### config.mk
export PLATFORM = sky130hd
export DESIGN_NAME = uart_test_harness
export DESIGN_NICKNAME = d
export VERILOG_FILES = /design/src/rtl/uart_th_pkg.sv /design/src/rtl/uart_th_ctrl.sv /design/src/rtl/uart_th_dp.sv /design/src/rtl/uart_test_harness.sv
export SDC_FILE = /design/constraint.sdc
export NUM_CORES = 1
export LEC_CHECK = 0
export BUFFER_PORTS_ARGS = -buffer_cell sky130_fd_sc_hd__buf_2
export CORE_MARGIN = 8
export CORE_UTILIZATION = 34
export DETAILED_ROUTE_END_ITERATION = 16
export PLACE_DENSITY = 0.78
export SETUP_SLACK_MARGIN = 0.5
export SLEW_MARGIN = 25
export SYNTH_ARGS = -nofsm -noshare
export SYNTH_HDL_FRONTEND = slang
export SYNTH_HIERARCHICAL = 1
export SYNTH_SLANG_ARGS = --single-unit
### constraint.sdc
create_clock -name clk -period 1.7 [get_ports clk]
set_input_delay 0.17 -clock clk [delete_from_list [all_inputs] [get_ports clk]]
set_output_delay 0.17 -clock clk [all_outputs]
set_load 0.01 [all_outputs]
### src/rtl/uart_th_pkg.sv
package uart_th_pkg;
  localparam int CLR_N   = 2;
  localparam int DMA_N   = 4;
  localparam int IRQ_N   = 6;
  localparam int PINO_N  = 6;
  localparam int PINI_N  = 6;
  // field placement inside the test registers (software-visible)
  localparam int IN_CLR_LSB  = PINI_N;
  localparam int OUT_IRQ_LSB = PINO_N;
  localparam int OUT_DMA_LSB = OUT_IRQ_LSB + IRQ_N;
  localparam int OUT_REG_W   = OUT_DMA_LSB + DMA_N;
  localparam int CTRL_W      = 3;
  // control bit roles
  localparam int CB_TEST = 0;
  localparam int CB_FIFO = 1;
  localparam int CB_IRRX = 2;

  typedef enum logic [2:0] {
    SEL_NONE, SEL_CTRL, SEL_IN, SEL_OUT, SEL_DATA
  } regSel_e;

  typedef struct packed {
    logic    wrCtrl;
    logic    wrIn;
    logic    wrOut;
    logic    push;
    logic    pop;
    regSel_e rdSel;
  } strobes_t;
endpackage

### src/rtl/uart_th_ctrl.sv
module uart_th_ctrl
  import uart_th_pkg::*;
#(
  parameter int ADDR_W = 12,
  parameter logic [ADDR_W-1:0] OFF_CTRL = 12'h080,
  parameter logic [ADDR_W-1:0] OFF_IN   = 12'h084,
  parameter logic [ADDR_W-1:0] OFF_OUT  = 12'h088,
  parameter logic [ADDR_W-1:0] OFF_DATA = 12'h08C
) (
  input  logic              psel,
  input  logic              penable,
  input  logic              pwrite,
  input  logic [ADDR_W-1:0] paddr,
  input  logic              fifoTestEn,
  output strobes_t          stb
);
  logic    accessWr, accessRd;
  regSel_e hit;

  always_comb begin
    unique case (paddr)
      OFF_CTRL: hit = SEL_CTRL;
      OFF_IN:   hit = SEL_IN;
      OFF_OUT:  hit = SEL_OUT;
      OFF_DATA: hit = SEL_DATA;
      default:  hit = SEL_NONE;
    endcase
  end

  assign accessWr = psel && penable && pwrite;
  assign accessRd = psel && penable && !pwrite;

  always_comb begin
    stb        = '0;
    stb.rdSel  = psel ? hit : SEL_NONE;
    stb.wrCtrl = accessWr && (hit == SEL_CTRL);
    stb.wrIn   = accessWr && (hit == SEL_IN);
    stb.wrOut  = accessWr && (hit == SEL_OUT);
    stb.push   = accessWr && (hit == SEL_DATA) && fifoTestEn;
    stb.pop    = accessRd && (hit == SEL_DATA) && fifoTestEn;
  end
endmodule

### src/rtl/uart_th_dp.sv
module uart_th_dp
  import uart_th_pkg::*;
#(
  parameter int DATA_W = 32,
  parameter int FIFO_W = 11
) (
  input  logic              clk,
  input  logic              rstN,
  input  strobes_t          stb,
  input  logic [DATA_W-1:0] pwdata,
  output logic [DATA_W-1:0] prdata,
  input  logic [CLR_N-1:0]  sysDmaClr,
  output logic [CLR_N-1:0]  dmaClr,
  input  logic [DMA_N-1:0]  coreDmaReq,
  output logic [DMA_N-1:0]  dmaReq,
  input  logic [IRQ_N-1:0]  coreIrq,
  output logic [IRQ_N-1:0]  irq,
  input  logic [PINO_N-1:0] corePinOut,
  output logic [PINO_N-1:0] pinOut,
  input  logic [PINI_N-1:0] pinIn,
  input  logic [FIFO_W-1:0] txFifoHead,
  output logic [FIFO_W-1:0] rxPushData,
  output logic              testEn,
  output logic              fifoTestEn,
  output logic              irRxDuringTx
);
  localparam int MUX_N = CLR_N + OUT_REG_W;

  logic [CTRL_W-1:0]    ctrlQ;
  logic [CLR_N-1:0]     inQ;
  logic [OUT_REG_W-1:0] outQ;

  always_ff @(posedge clk or negedge rstN) begin
    if (!rstN) begin
      ctrlQ <= '0;
      inQ   <= '0;
      outQ  <= '0;
    end else begin
      if (stb.wrCtrl) ctrlQ <= pwdata[CTRL_W-1:0];
      if (stb.wrIn)   inQ   <= pwdata[IN_CLR_LSB +: CLR_N];
      if (stb.wrOut)  outQ  <= pwdata[OUT_REG_W-1:0];
    end
  end

  assign testEn       = ctrlQ[CB_TEST];
  assign fifoTestEn   = ctrlQ[CB_FIFO];
  assign irRxDuringTx = ctrlQ[CB_IRRX];
  assign rxPushData   = pwdata[FIFO_W-1:0];

  // one multiplexor per signal, all steered by the registered enable
  logic [MUX_N-1:0] funcVec, testVec, muxVec;
  assign funcVec = {sysDmaClr, coreDmaReq, coreIrq, corePinOut};
  assign testVec = {inQ, outQ};

  for (genvar b = 0; b < MUX_N; b++) begin : g_mux
    assign muxVec[b] = testEn ? testVec[b] : funcVec[b];
  end

  assign {dmaClr, dmaReq, irq, pinOut} = muxVec;

  always_comb begin
    prdata = '0;
    unique case (stb.rdSel)
      SEL_CTRL: prdata[CTRL_W-1:0] = ctrlQ;
      SEL_IN: begin
        prdata[IN_CLR_LSB +: CLR_N] = dmaClr;
        prdata[PINI_N-1:0]          = pinIn;
      end
      SEL_OUT: begin
        prdata[OUT_DMA_LSB +: DMA_N] = dmaReq;
        prdata[OUT_IRQ_LSB +: IRQ_N] = irq;
      end
      SEL_DATA: if (fifoTestEn) prdata[FIFO_W-1:0] = txFifoHead;
      default: prdata = '0;
    endcase
  end
endmodule

### src/rtl/uart_test_harness.sv
module uart_test_harness
  import uart_th_pkg::*;
#(
  parameter int ADDR_W = 12,
  parameter int DATA_W = 32,
  parameter int FIFO_W = 11
) (
  input  logic              clk,
  input  logic              rstN,
  input  logic              psel,
  input  logic              penable,
  input  logic              pwrite,
  input  logic [ADDR_W-1:0] paddr,
  input  logic [DATA_W-1:0] pwdata,
  output logic [DATA_W-1:0] prdata,
  input  logic [1:0]        sysDmaClr,
  output logic [1:0]        dmaClr,
  input  logic [3:0]        coreDmaReq,
  output logic [3:0]        dmaReq,
  input  logic [5:0]        coreIrq,
  output logic [5:0]        irq,
  input  logic [5:0]        corePinOut,
  output logic [5:0]        pinOut,
  input  logic [5:0]        pinIn,
  output logic              irRxDuringTx,
  output logic              rxFifoPush,
  output logic [FIFO_W-1:0] rxPushData,
  output logic              txFifoPop,
  input  logic [FIFO_W-1:0] txFifoHead
);
  strobes_t stb;
  logic     testEn, fifoTestEn;

  uart_th_ctrl #(.ADDR_W(ADDR_W)) u_ctrl (
    .psel(psel), .penable(penable), .pwrite(pwrite), .paddr(paddr),
    .fifoTestEn(fifoTestEn), .stb(stb)
  );

  uart_th_dp #(.DATA_W(DATA_W), .FIFO_W(FIFO_W)) u_dp (
    .clk(clk), .rstN(rstN), .stb(stb), .pwdata(pwdata), .prdata(prdata),
    .sysDmaClr(sysDmaClr), .dmaClr(dmaClr),
    .coreDmaReq(coreDmaReq), .dmaReq(dmaReq),
    .coreIrq(coreIrq), .irq(irq),
    .corePinOut(corePinOut), .pinOut(pinOut),
    .pinIn(pinIn), .txFifoHead(txFifoHead), .rxPushData(rxPushData),
    .testEn(testEn), .fifoTestEn(fifoTestEn), .irRxDuringTx(irRxDuringTx)
  );

  assign rxFifoPush = stb.push;
  assign txFifoPop  = stb.pop;
endmodule

; ---- Word-level counts from Yosys, hierarchy flattened
; Index checks and enable logic that the tools add are counted.
[classes]
n_reduce_logical = 11
n_eq_ne = 12
n_mux = 26
[op_table]
columns = operator, n
row1 = $eq A12 B8 Y1 const B, 4
row2 = $mux W1, 18
row3 = $eq A3 B2 Y1 const B, 4
row4 = $pmux W3 S2, 2
row5 = $pmux W3 S4, 1
row6 = $mux W11, 1
row7 = $logic_and A1 B1 Y1, 10
row8 = $pmux W3 S3, 1
row9 = $eq A3 B1 Y1 const B, 2
row10 = $eq A3 B3 Y1 const B, 2
row11 = $pmux W2 S3, 1
row12 = $mux W5, 1
row13 = $mux W3, 1
row14 = $logic_not A1 Y1, 1
[word_totals]
regBits = 21
output_inout_bits = 64
inputBits = 84
wordCells = 52

; ---- Longest topological paths before layout
; Gate-level depths: netlist of run 1.
[logic_depth]
ltp_word = 5
mapped_depth = 8
depth_no_buf = 6

; ---- By module
; Netlist of run 1, hierarchy kept.
[modules_own_cells]
columns = mod, n_inst, area_each_um2, seq_area_each_um2, cells_each
row1 = uart_th_dp, 1, 1455.1, 525.5, 124
row2 = uart_th_ctrl, 1, 158.9, 0.0, 20

; ---- Least setup slack after synthesis of run 1
; OpenSTA, ideal clock, no wires.
[synth_timing]
path_kind = input-to-output
from = in paddr[6]
to = out prdata[6]
path_stages = 7
path_slack_ns = -0.179
t_arrival_ns = 1.709
n_path_buf = 2
path_cell_list = nor4b_4 > nand3_2 > nor3b_1 > buf_4 > and4bb_1 > buf_6 > a221o_1
[synth_lines]
columns = item, line_no
row1 = start: declaration, uart_test_harness.sv:13  ; input logic [ADDR_W-1:0] paddr,
row2 = end: declaration, uart_test_harness.sv:15  ; output logic [DATA_W-1:0] prdata,

==> results summary, run 1 <==
The run finished, with violations left. The final reports fail on negative setup slack. The worst setup path is of the in -> out kind. The worst endpoint required time is 1.53 ns.

On the final layout, the worst clock skew is 0 ns. The routed layout has 1589 vias. The setup violation total in the final timing report came out at 17.

The worst register-to-register path has a setup slack of 0.54 ns. The total instance count after detailed placement came out at 319. The number of nets with antenna violations after routing is 0. Power comes to 1.11 mW. The number of ports placed on the die boundary is 148. In the post-synthesis netlist, the biggest area contributors are dfrtp_1 (33%), mux2_2 (25%), buf_4 (13%). The maximum count of clock buffers along a single path came out at 2. The layout filler cell count came out at 403. 0 antenna diodes ended up in the layout. The aggregate global routing overflow came out at 0.

The die area is 7210 µm². The count of unresolved DRC violations after routing is 0. The effective utilization at floorplan is 0.346. The flip-flop and latch count after synthesis is 21. For this design the ratio of total power to cell area is 394 nW/µm². After layout, the worst setup slack is -0.238 ns. The warning count from the yosys run is 6. In this run the static leakage power is 1.52 nW. The largest fanout on the critical path came out at 10.

The deepest level of the CTS H-tree is 1. The average detailed-routed wire length per instance is 16.8 µm. Clock latency on the worst-skew pair, taken at its later pin, is 0.25 ns. The share of cells above drive strength 1 is 0.781.

The final hold slack is 0.141 ns. In this run the worst hold path is classified as in -> reg. The synthesized instance count is 144. The number of antenna violations at the first check in global routing was 0. The initial DRC count came out at 34.

Static timing analysis puts the maximum clock frequency at 0.516 GHz. The final weighted congestion in routability-driven placement came out at 0.827. The first detailed-routing pass ran for 4 iterations.

The minimum clock period after layout is 1.94 ns. The top cell type's share of synthesized area came out at 0.326. The number of failing hold endpoints at the final stage is 0.

The post-place instance area is 2350 µm². The portion of the post-synthesis area used by sequential elements came out at 0.326. The most used flip-flop cell after synthesis is dfrtp_1. The data arrival at the endpoint of the critical path came out at 1.77 ns. After routing the design area is 2800 µm².

The number of library cell types mapped by synthesis came out at 32. The number of global-route vias before repair is 1794. Summed over all instances, the cell type with the most area after synthesis is dfrtp_1. The final standard cell count with taps included and fillers excluded is 333. The largest net degree at the start of global routing came out at 22. The synthesized area came out at 1610 µm².

The die extent in y is 84.9 µm. Counting cells, the worst reg-to-reg path comes to 4. The worst setup path is launched from a primary input. Counting flops with a built-in enable in the synthesized netlist gives 0. The number of CTS-inserted buffers is 3. The die width is 84.9 µm. The average via count per standard cell is 4.77. For this run, the post-layout net count is 364. The worst hold path depth came out at 2. The number of buffer cells added on primary ports is 115. Setup total negative slack on the finished layout was measured at -2.88 ns.

The TritonCTS sink count came out at 21. Across every metal layer, demand over resource in global routing totals 0.153. After synthesis, the share of flip-flops with an asynchronous set or reset is 1.00.

Clock-pin slew was measured on the worst setup and hold paths at 0.07 ns. IR analysis of the VDD net gives a maximum drop of 0.383 mV. The tree is rooted in a clkbuf_8. TritonCTS built the clock tree.

In this run the core area contains 25 standard-cell rows. The first global-routing pass estimated 8980 µm of wire. The region available for standard cell placement spans 4660 µm². The total wire length after detailed routing is 5600 µm. Each instance of the synthesized netlist takes up on average 11.2 µm². The number of maximum-capacitance constraint violations is 0. The count of final max-slew check failures came out at 0. The area growth from synthesis to layout came out at 73.7%. Of the available clock period, the critical path in the final layout requires 1.14. Setup repair after global routing could not meet its margin everywhere. The nature of the critical path endpoint is an output pin. The detailed-placement wirelength estimate is 4400 µm.
==> registers in the layout, summed over array words and instances, names as in the netlist <==
| name | count |
|---|---|
| u_dp/inQ | 2 |
| u_dp/outQ | 16 |
| u_dp/ctrlQ | 3 |
==> cell usage in the layout, fill, tap and decap left out, types with 6 or more instances in the layout <==
cell,synthesis,routed
dfrtp_1,21,21
buf_2,2,94
nand2_1,7,7
buf_4,29,18
mux2_4,1,38
buf_6,2,34
conb_1,1,16
nor2b_2,0,6
==> synth_stat cells (all sizes together) (2+ instances only) <==
library cell,instances
nor3b,5
nand2,7
mux2,39
a32o,4
nor2b,7
a221o,2
buf,33
nor4,2
nand3,3
nor2,5
a22oi,2
a22o,3
dfrtp,21
==> logic make-up (layout without fill, tap and decap cells) <==
family,count (synthesis),after routing,synth area share
mux,40,40,0.281
simple gates,35,35,0.164
other cells,1,16,0.00232
buf+inv,35,155,0.160
compound gates,11,11,0.0628
flops,21,21,0.326
xor+xnor,1,1,0.00543
==> critical path, cell delays in order <==
cell      delay (ns)
buf_8           0.10
nor4b_4         0.32
nand3_2         0.17
nor3b_2         0.24
and4bb_4        0.30
a221o_1         0.33
buf_2           0.14
==> through the flow <==
stage	utilization	setup WS, ns
floorplan	-	-0.0859
global placement	0.504	-0.209
detailed placement	0.504	-0.277
CTS	0.589	-0.191
global route	0.602	-0.341
finish	0.602	-0.238
==> layout make-up <==
cell class / instances / area [µm²] / area share
clock buffer: 4 / 45.0 / 0.0161
inverter: 1 / 3.75 / 0.00134
multi-input combinational: 103 / 1110 / 0.397
sequential: 21 / 526 / 0.187
tap: 54 / 67.6 / 0.0241
timing repair buffer: 150 / 1050 / 0.374
==> metal layers <==
layer,routed length (µm),share of wire,track usage
met4,95,0.017,0.0356
met2,2950,0.53,0.287
met1,2130,0.38,0.159
met3,430,0.077,0.0521
met5,0,0,0
==> final timing paths <==
check / to / start
min in group asynchronous: u_dp/outQ[7]$_DFFE_PN0P_ / rstN
worst max-delay path: prdata[7] / paddr[9]
max in group asynchronous: u_dp/inQ[1]$_DFFE_PN0P_ / rstN
worst min register to register: u_dp/outQ[11]$_DFFE_PN0P_ / u_dp/outQ[11]$_DFFE_PN0P_
worst max register to register: u_dp/ctrlQ[0]$_DFFE_PN0P_ / u_dp/ctrlQ[0]$_DFFE_PN0P_
worst min-delay path: u_dp/outQ[15]$_DFFE_PN0P_ / pwdata[15]
==> power breakdown <==
group	switching [mW]	leakage [nW]	internal, mW
clock network	0.154	0.0228	0.167
logic	0.125	1.20	0.159
registers	0.000440	0.293	0.500
total	0.279	1.52	0.826
==> timing repair <==
action                                  CTS  global route
hold buffers                              1             0
endpoints found under the setup margin   57            57
endpoints found under the hold margin    21             0
gates cloned                              0             0
buffers inserted                          7             2
pin swaps                                 3             4
resized for setup                        62            11
Power figures use the tool's default switching activity.
==> run 2, diff against run 1 <==
--- a/config.mk
+++ b/config.mk
@@ -8,11 +8,12 @@
 export BUFFER_PORTS_ARGS = -buffer_cell sky130_fd_sc_hd__buf_2
 export CORE_MARGIN = 8
 export CORE_UTILIZATION = 34
+export CTS_BUF_LIST = sky130_fd_sc_hd__clkbuf_4
 export DETAILED_ROUTE_END_ITERATION = 16
+export GPL_TIMING_DRIVEN = 0
 export PLACE_DENSITY = 0.78
 export SETUP_SLACK_MARGIN = 0.5
 export SLEW_MARGIN = 25
 export SYNTH_ARGS = -nofsm -noshare
 export SYNTH_HDL_FRONTEND = slang
-export SYNTH_HIERARCHICAL = 1
 export SYNTH_SLANG_ARGS = --single-unit
==> run 2 against run 1 <==
  * The flow still finishes with violations (negative setup slack)
  * Cell area up 13%
  * Largest power group unchanged
  * Largest cell class is now non-clock buffers
  * Synthesized area down 3.3%
  * Count of clock-buffer cells in the layout unchanged
==> results summary, run 2 <==
The cell count of the worst reg-to-reg path came out at 2 (-2). The number of synthesized flops with an enable pin is 0 (unchanged). The worst hold path depth came out at 2 (unchanged).

The post-place instance area came out at 2450 µm² (+4.2%). The run finished, with violations left. The global router's overall resource usage is 0.157 (+0.00392). The layout filler cell count came to 309 (-23%).

The portion of the post-synthesis area used by sequential elements is 0.337 (+0.0112). The initial DRC count came out at 40 (+18%). The count of unresolved DRC violations after routing came out at 0 (unchanged).

The final non-filler cell area came out at 3160 µm² (+13%). The synthesized instance count came out at 150 (+4.2%). For hold timing, the worst endpoint is u_dp.outQ[15]$_DFFE_PN0P_. The final worst setup slack is -0.156 ns (+0.0817 ns). The critical path goes through buf_6, or4_4, or3_4, nor4bb_4, buf_2. The maximum count of clock buffers along a single path is 2 (unchanged). The ratio of total power to cell area is 355 nW/µm² (-9.8%). Setup repair after global routing could not meet its margin everywhere. The die width came out at 83.7 µm (-1.4%). The setup violation total in the final timing report is 19 (+2).

The synthesized design spends more area on one cell type than any other, namely dfrtp_1. The pin slew with the least headroom to its limit is 0.548 ns. The total wire length after detailed routing was 6240 µm (+11%).

By count the netlist is led by mux2_2 (39), buf_4 (27), dfrtp_1 (21). The first-pass GRT wire length came out at 9310 µm (+3.7%). The aggregate global routing overflow is 0 (unchanged).

The largest fanout on the critical path is 5 (-5). The cell sitting at the root of the clock tree is a clkbuf_4. The largest net degree at the start of global routing is 22 (unchanged). The leakage dissipation is 1.61 nW (+6.2%).

The later-pin clock latency in the skew report is 0.29 ns (+0.04 ns). In the layout the commonest cells are buf_2 (79), buf_6 (48), mux2_4 (39). The number of CTS-inserted buffers came out at 3 (unchanged). The worst hold path belongs to the class in -> reg. TritonCTS built the clock tree. The number of global-route vias before repair is 1881 (+4.8%). The data arrival at the endpoint of the critical path came out at 1.69 ns (-0.08 ns).

The detailed-placement wirelength estimate is 4300 µm (-2.3%). The setup skew after layout came out at 0 ns (unchanged). The worst flop-to-flop path endpoint is u_dp.ctrlQ[0]$_DFFE_PN0P_. The worst endpoint required time came out at 1.53 ns (about the same).

The synthesized area divided by synthesized cell count is 10.4 µm² (-7.2%). The share of the clock period used by the worst path is 1.09 (-0.0480). The TritonCTS sink count came out at 21 (unchanged). The number of rows created at floorplan came out at 24 (-4.0%). The maximum vdd ir drop is 0.411 mV (+7.4%). The number of vias in the routed layout was 1706 (+7.4%). The average via count per standard cell is 4.79 (+0.43%). The minimum clock period after layout came to 1.86 ns (-0.0817 ns).

The final weighted congestion in routability-driven placement is 0.702 (-15%). The share of flip-flops with an asynchronous set or reset is 1.00 (unchanged). The number of flip-flops under the largest register name was 16 (unchanged).

Ranked by total cell area, the synthesized netlist is headed by dfrtp_1 (34%), mux2_2 (28%), buf_4 (13%). The detailed-routing iteration count for the pre-antenna-repair pass was 4 (unchanged). The number of library cell types mapped by synthesis is 23 (-28%).

The origin of the worst min-delay path is pwdata[15]. The die extent in y is 83.7 µm (-1.4%). The number of buffer cells added on primary ports is 115 (unchanged).

The startpoint identified for the worst register-to-register timing path is u_dp.ctrlQ[0]$_DFFE_PN0P_. The area of the core region is 4380 µm² (-5.9%). The count of final max-slew check failures came to 0 (unchanged).

In the final layout, the registers with the most flip-flops are u_dp.outQ: 16 flops, u_dp.ctrlQ: 3 flops, u_dp.inQ: 2 flops. The register-to-register path setup slack came out at 0.67 ns (+0.13 ns). The worst stage delay on the critical path came out at 0.55 ns (+0.22 ns). The flip-flop and latch count after synthesis came to 21 (unchanged). The number of antenna diodes is 0 (unchanged). The warning count from the yosys run is 0 (-6). The critical path is of the in -> out type.

The die area is 7010 µm² (-2.7%). The number of antenna violations at the first check in global routing was 0 (unchanged). The effective utilization at floorplan came out at 0.356 (+0.00957). The total number of nets in the final design was 389 (+6.9%). The share of cells above drive strength 1 came out at 0.813 (+0.0311). STA classifies the critical path startpoint as a primary input. On the critical path, the stage with the largest delay is an instance of or4_4. The checks that failed: negative setup slack.

The most used flip-flop cell after synthesis is dfrtp_1. The number of ports placed on the die boundary came to 148 (unchanged). The number of maximum-capacitance constraint violations came to 0 (unchanged). The top cell type's share of synthesized area is 0.337 (+0.0112).

The average detailed-routed wire length per instance was 17.5 µm (+4.3%). The number of nets with antenna violations after routing is 0 (unchanged). The number of failing hold endpoints at the final stage came out at 0 (unchanged). The register with the most flip-flops is u_dp.outQ. The most common cell after layout, fill and taps aside is buf_2.

The deepest level of the CTS H-tree came to 1 (unchanged). The upper clock frequency limit is 0.539 GHz (+4.4%). The synthesized area is 1560 µm² (-3.3%).

The summed negative setup slack over all endpoints was -1.88 ns (+1.01 ns). The clock slew at the register clock pins of the worst setup and hold paths is 0.11 ns (+0.04 ns). The area growth from synthesis to layout is 102%. The worst relative slew slack came out at 0.634. The post-route core utilization came out at 0.720 (+0.119). The worst setup path is captured at an output pin. In the post-synthesis netlist, the cell with the most instances is mux2_2.
[run 2: changes by cell type in the layout (fill, tap and decap cells not counted), moves of 4 or more]
cell      before  now
a22oi_2        1    8
nor2b_1        0    4
nor2_4         0    7
a21oi_4        0    5
clkbuf_4       0    4
buf_4         18   34
buf_2         94   79
buf_6         34   48
[run 2: logic make-up (layout without fill, tap and decap cells)]
family / count (synthesis) / in the layout / synth area share
and+or+nand+nor: 40 / 40 / 0.166
muxes: 39 / 39 / 0.281
buffers and inverters: 33 / 172 / 0.149
DFF: 21 / 21 / 0.337
AOI/OAI and AO/OA: 16 / 16 / 0.0642
other: 1 / 16 / 0.00240
[run 2: layout make-up]
type / count / area [µm²] / area share
Multi-Input combinational cell: 111 / 1250 / 0.395
Timing Repair Buffer: 135 / 1010 / 0.320
Sequential cell: 21 / 527 / 0.167
Buffer: 33 / 280 / 0.0887
Tap cell: 52 / 65.1 / 0.0206
Clock buffer: 4 / 30.0 / 0.00951
[run 2: worst max-delay path, delay by kind of cell]
kind | cells | cell delay [ns]
AND/OR/NAND/NOR | 3 | 1.25
buffers and inverters | 2 | 0.26
[run 2: metrics by stage]
stage | setup slack [ns] | power [mW] | hold WS, ns | cells
3_5_place_dp | -0.363 | 0.791 | 0.148 | 332
5_1_grt | -0.215 | 1.18 | 0.0755 | 356
6_report | -0.156 | 1.12 | 0.0985 | 356
3_3_place_gp | -0.330 | 0.786 | 0.147 | 332
2_1_floorplan | -0.0141 | 0.656 | -0.126 | 165
4_1_cts | -0.164 | 1.10 | 0.0886 | 348
[run 2: what timing repair did]
item                                    CTS  global route
hold endpoints to repair                 21             0
buffers inserted                          8             8
hold buffers                              1             0
resized for setup                        69            49
cloned                                    3             0
endpoints found under the setup margin   57            57
pin swaps                                10            12
[run 2: worst max path at each step]
stage / from / slack, ns / end / cells past startpoint
detailed placement: paddr[9] / -0.36 / u_dp.outQ[4]$_DFFE_PN0P_ / 5
global placement: paddr[9] / -0.33 / u_dp.outQ[5]$_DFFE_PN0P_ / 5
global route: paddr[10] / -0.22 / txFifoPop / 5
floorplan: paddr[9] / -0.01 / u_dp.outQ[0]$_DFFE_PN0P_ / 4
CTS: paddr[10] / -0.16 / txFifoPop / 5
finish: paddr[10] / -0.16 / txFifoPop / 5
[run 2: power by group]
group	internal, mW	leakage, nW	total [mW]	switching (mW)
Sequential	0.500	0.292	0.500	0.000461
Clock	0.107	0.0184	0.249	0.142
Combinational	0.215	1.30	0.373	0.158
[run 2: routing by layer]
layer  share of wire  GRT usage  wire, µm
met4          0.0050     0.0220        31
met1            0.41      0.174      2550
met5               0          0         0
met2            0.52      0.279      3220
met3           0.072     0.0615       449
